## config.mk

```make
export PLATFORM = sky130hd
export DESIGN_NAME = poll_status_rd
export DESIGN_NICKNAME = d
export VERILOG_FILES = /design/src/rtl/poll_status_pkg.sv /design/src/rtl/poll_toggle.sv /design/src/rtl/poll_compose.sv /design/src/rtl/poll_bus_gate.sv /design/src/rtl/poll_status_rd.sv
export SDC_FILE = /design/constraint.sdc
export NUM_CORES = 1
export LEC_CHECK = 0
export CAP_MARGIN = 20
export CORE_ASPECT_RATIO = 1.1
export CORE_MARGIN = 10
export CORE_UTILIZATION = 27
export CTS_CLUSTER_DIAMETER = 60
export DETAILED_ROUTE_END_ITERATION = 7
export PLACE_DENSITY = 0.79
export SLEW_MARGIN = 30
export SYNTH_ARGS = -nofsm -noshare
export SYNTH_HDL_FRONTEND = slang
export SYNTH_HIERARCHICAL = 1
export SYNTH_SLANG_ARGS = --single-unit
```

## constraint.sdc

```tcl
create_clock -name clk -period 1.9 [get_ports clk]
set_input_delay 0.57 -clock clk [delete_from_list [all_inputs] [get_ports clk]]
set_output_delay 0.57 -clock clk [all_outputs]
set_load 0.01 [all_outputs]
```

## src/rtl/poll_status_pkg.sv

```systemverilog
package poll_status_pkg;

    // Per-read control decided from the current inputs
    typedef struct packed {
        logic busy;   // programming in progress
        logic hit;    // read address equals last loaded address
        logic tog;    // current toggle level
    } poll_ctl_t;

    function automatic logic bus_may_drive(input logic ce_n, input logic oe_n, input logic we_n);
        return (!ce_n) && (!oe_n) && we_n;
    endfunction

endpackage

```

## src/rtl/poll_toggle.sv

```systemverilog
module poll_toggle #(
    parameter bit INIT = 1'b0
) (
    input  logic clk,
    input  logic rst,
    input  logic adv_i,
    output logic tog_o
);
    logic tog_q;

    always_ff @(posedge clk) begin
        if (rst)        tog_q <= INIT;
        else if (adv_i) tog_q <= ~tog_q;
    end

    assign tog_o = tog_q;
endmodule

```

## src/rtl/poll_compose.sv

```systemverilog
module poll_compose
    import poll_status_pkg::*;
#(
    parameter int DATA_W     = 8,
    parameter int POLL_BIT   = 7,
    parameter int TOGGLE_BIT = 6
) (
    input  poll_ctl_t          ctl_i,
    input  logic [DATA_W-1:0]  array_i,
    input  logic [DATA_W-1:0]  last_i,
    output logic [DATA_W-1:0]  word_o
);
    for (genvar i = 0; i < DATA_W; i++) begin : g_bit
        if (i == POLL_BIT) begin : g_poll
            assign word_o[i] = (ctl_i.busy && ctl_i.hit) ? ~last_i[i] : array_i[i];
        end else if (i == TOGGLE_BIT) begin : g_tog
            assign word_o[i] = ctl_i.busy ? ctl_i.tog : array_i[i];
        end else begin : g_pass
            assign word_o[i] = array_i[i];
        end
    end
endmodule

```

## src/rtl/poll_bus_gate.sv

```systemverilog
module poll_bus_gate
    import poll_status_pkg::*;
(
    input  logic clk,
    input  logic rst,
    input  logic ce_n,
    input  logic oe_n,
    input  logic we_n,
    output logic drive_o
);
    logic drive_q;

    always_ff @(posedge clk) begin
        if (rst) drive_q <= 1'b0;
        else     drive_q <= bus_may_drive(ce_n, oe_n, we_n);
    end

    assign drive_o = drive_q;
endmodule

```

## src/rtl/poll_status_rd.sv

```systemverilog
module poll_status_rd
    import poll_status_pkg::*;
#(
    parameter int ADDR_W     = 19,
    parameter int DATA_W     = 8,
    parameter int POLL_BIT   = DATA_W - 1,
    parameter int TOGGLE_BIT = DATA_W - 2,
    parameter bit TOG_INIT   = 1'b0
) (
    input  logic              clk,
    input  logic              rst,
    input  logic              ce_n,
    input  logic              oe_n,
    input  logic              we_n,
    input  logic              rd_strobe,
    input  logic [ADDR_W-1:0] rd_addr,
    input  logic [DATA_W-1:0] array_data,
    input  logic              prog_busy,
    input  logic [ADDR_W-1:0] last_addr,
    input  logic [DATA_W-1:0] last_data,
    output logic [DATA_W-1:0] rd_data,
    output logic              drive_en
);
    localparam logic [DATA_W-1:0] ZERO_WORD = '0;

    poll_ctl_t         ctl;
    logic              tog;
    logic [DATA_W-1:0] word;
    logic [DATA_W-1:0] rd_q;

    poll_toggle #(.INIT(TOG_INIT)) u_tog (
        .clk   (clk),
        .rst   (rst),
        .adv_i (rd_strobe && prog_busy),
        .tog_o (tog)
    );

    always_comb begin
        ctl.busy = prog_busy;
        ctl.hit  = (rd_addr == last_addr);
        ctl.tog  = tog;
    end

    poll_compose #(
        .DATA_W     (DATA_W),
        .POLL_BIT   (POLL_BIT),
        .TOGGLE_BIT (TOGGLE_BIT)
    ) u_comp (
        .ctl_i   (ctl),
        .array_i (array_data),
        .last_i  (last_data),
        .word_o  (word)
    );

    always_ff @(posedge clk) begin
        if (rst)            rd_q <= ZERO_WORD;
        else if (rd_strobe) rd_q <= word;
    end

    poll_bus_gate u_gate (
        .clk     (clk),
        .rst     (rst),
        .ce_n    (ce_n),
        .oe_n    (oe_n),
        .we_n    (we_n),
        .drive_o (drive_en)
    );

    assign rd_data = rd_q;
endmodule

```

==> qor.yml <==
worstHoldPathCells: 2
yosys_register_bits: 10
synthArstFlopShare_pct: 0
synth_cells: 66
yosysWarnings: 6
grt.total_usage_pct: 10.4
synth.net_count: 127
numPlacedInstances: 151
stdcell_count: 155
synth.distinct_cells: 16
core-area_sq_um: 2250
drtAntennaViolNets: 0
cp.arrival_ns: 1.96
max_freq_mhz: 567
avgSynthCellArea_sq_um: 9.61
rsz0062_at_grt: "no"
avgViaCountPerCell: 4.47
diodes: 0
final_util_pct: 56.2
firstDrtPassIters: 3
leakagePower_nw: 0.541
setup_violations: 0
dieWidth_um: 66.2
outcome: "completed"
wl_per_cell_um: 16.5
synth_common_cells: "19 x xor2_1, 10 x dfxtp_1, 9 x nor2_1"
synth_area_leader_cell: "dfxtp_1"
root_buffer: "clkbuf_4"
hold_slack_ns: 0.494
power_frac_comb_pct: 32.5
drv_cap: 0
start_util_pct: 28.2
grt_pass1_wl_um: 3880
r2r-end: "rd_data[6]"
synth-edff-count: 0
rows: 18
tightest_slew_ns: 0.372
pin_count: 70
period_share_pct: 92.8
insertion_delay_ns: 0.26
dr_total_vias: 693
p_sw_mw: 0.149
intPower_mw: 0.468
dp_hpwl_um: 2250
r2r_start: "u_tog/tog_o"
crit_end: "rd_data[7]"
maxSlewHeadroom_pct: 75.1
synth_top_cell_area_share_pct: 31.6
finalHoldViolCount: 0
drc: 0
cp-end-kind: "register"
post-route-min-period_ns: 1.76
cp-startpoint: "rd_addr[17]"
first_global_vias: 800
path_class: "primary input to register"
grt_max_degree: 11
gp_congestion: 0.850
setup_tns_ns: 0
power.total_mw: 0.618
vdd.ir_drop.worst_uv: 358
synth_ff_type: "dfxtp_1"
synth.area.top_cells: "dfxtp_1 32%, xor2_1 26%, mux2i_1 13%"
clockBufferDepth: 2
io_buffers: 62
pwr_density_cell_nw_per_um2: 488
cts_tree: "done"
wl_um: 2560
cts_made_buffers: 3
crit_fanout: 2
die_y_um: 70.8
slew_violations: 0
overflow: 0
cts-htree-levels: 1
antenna_found_initial: 0
drive_above_1_share_pct: 15.2
seqPwrFrac_pct: 37.0
r2r_setup_slack_ns: 1.01
cp-start-kind: "primary input"
synth_seq_area_share_pct: 31.6
required_ns: 2.10
syn_area_sq_um: 634
clock_skew_ns: 0.000159
clkPwrFrac_pct: 30.5
hold_class: "register to register"
reg2reg_depth: 3
path_clk_slew_ns: 0.07
fin_nets: 187
cts.sinks: 10
synthMostInstantiatedCell: "xor2_1"
drt-initial-drc-count: 17
die_area_sq_um: 4690
postCtsSetupBuffers: 0
synthToLayoutAreaGrowth_pct: 99.4
switching_share_pct: 24.2
-- cells in the final DEF (no fill, tap or decap) --
cell	n
a21oi_1	1
a31oi_1	1
and2_1	1
buf_12	1
clkbuf_2	8
clkbuf_4	3
clkbuf_8	1
clkdlybuf4s15_1	17
clkdlybuf4s50_1	30
dfxtp_1	10
dlygate4sd2_1	7
mux2_4	1
mux2i_1	8
nand4_1	1
nor2_1	9
nor4_1	1
nor4_2	4
nor4b_2	1
xnor2_1	1
xor2_1	19
-- per-stage QoR --
step | setup WS [ns] | instance area, sq um
2_1_floorplan | 0.200 | 634
3_3_place_gp | -0.397 | 1260
3_5_place_dp | -0.424 | 1260
4_1_cts | 0.000368 | 1270
5_1_grt | 0.00447 | 1260
6_report | 0.136 | 1260
-- sequential cells by signal, summed over array words and instances (netlist names) --
signal,count
u_gate/drive_o,1
u_tog/tog_o,1
rd_data,8
-- cells by family after synthesis --
group	after synthesis	synth area share, %
mux	9	15.0
compound gates	2	1.78
simple gates	17	15.6
xor+xnor	20	27.6
flops	10	31.6
buf+inv	8	8.48
-- worst max-delay path, stage by stage --
cell,delay [ns]
clkdlybuf4s15_1,0.17
xor2_1,0.14
nor4_1,0.30
nand4_1,0.16
nor4_2,0.21
a21oi_1,0.10
a31oi_1,0.14
mux2i_1,0.09
nor2_1,0.08
-- worst min-delay path by stage --
| stage | from | endpoint | slack (ns) |
|---|---|---|---|
| 2_1_floorplan | u_tog/tog_o | u_tog/tog_o | 0.48 |
| 3_3_place_gp | rd_data[3] | rd_data[3] | 0.47 |
| 3_5_place_dp | rd_data[4] | rd_data[4] | 0.49 |
| 4_1_cts | rd_data[4] | rd_data[4] | 0.50 |
| 5_1_grt | rd_data[4] | rd_data[4] | 0.54 |
| 6_report | rd_data[4] | rd_data[4] | 0.49 |
-- power groups by stage --
stage	clock (mW)	combinational [mW]	sequential, mW
2_1_floorplan	0	0.0673	0.238
3_3_place_gp	0	0.213	0.232
3_5_place_dp	0	0.218	0.234
4_1_cts	0.196	0.199	0.229
5_1_grt	0.204	0.218	0.230
6_report	0.188	0.201	0.229
-- area by class of cell --
cell class	count	area, sq um
fill	213	987
timing repair buffer	63	592
multi-input combinational	48	399
sequential	10	200
tap	30	37.5
clock buffer	4	36.3
-- timing repair --
action                                  CTS  global route
cloned                                    0             0
endpoints found under the setup margin    1             1
hold buffers                              0             0
pin swaps                                17            18
resized for setup                        45            23
-- layer usage --
metal / up-vias / GRT usage (%) / part of all wire [%]
li1: 335 / - / -
met1: 312 / 11.9 / 43
met2: 44 / 17.5 / 46
met3: 2 / 3.78 / 11
met4: 0 / 2.80 / 0.16
met5: - / 0 / 0
No activity file was read; power rests on OpenSTA's default activity.
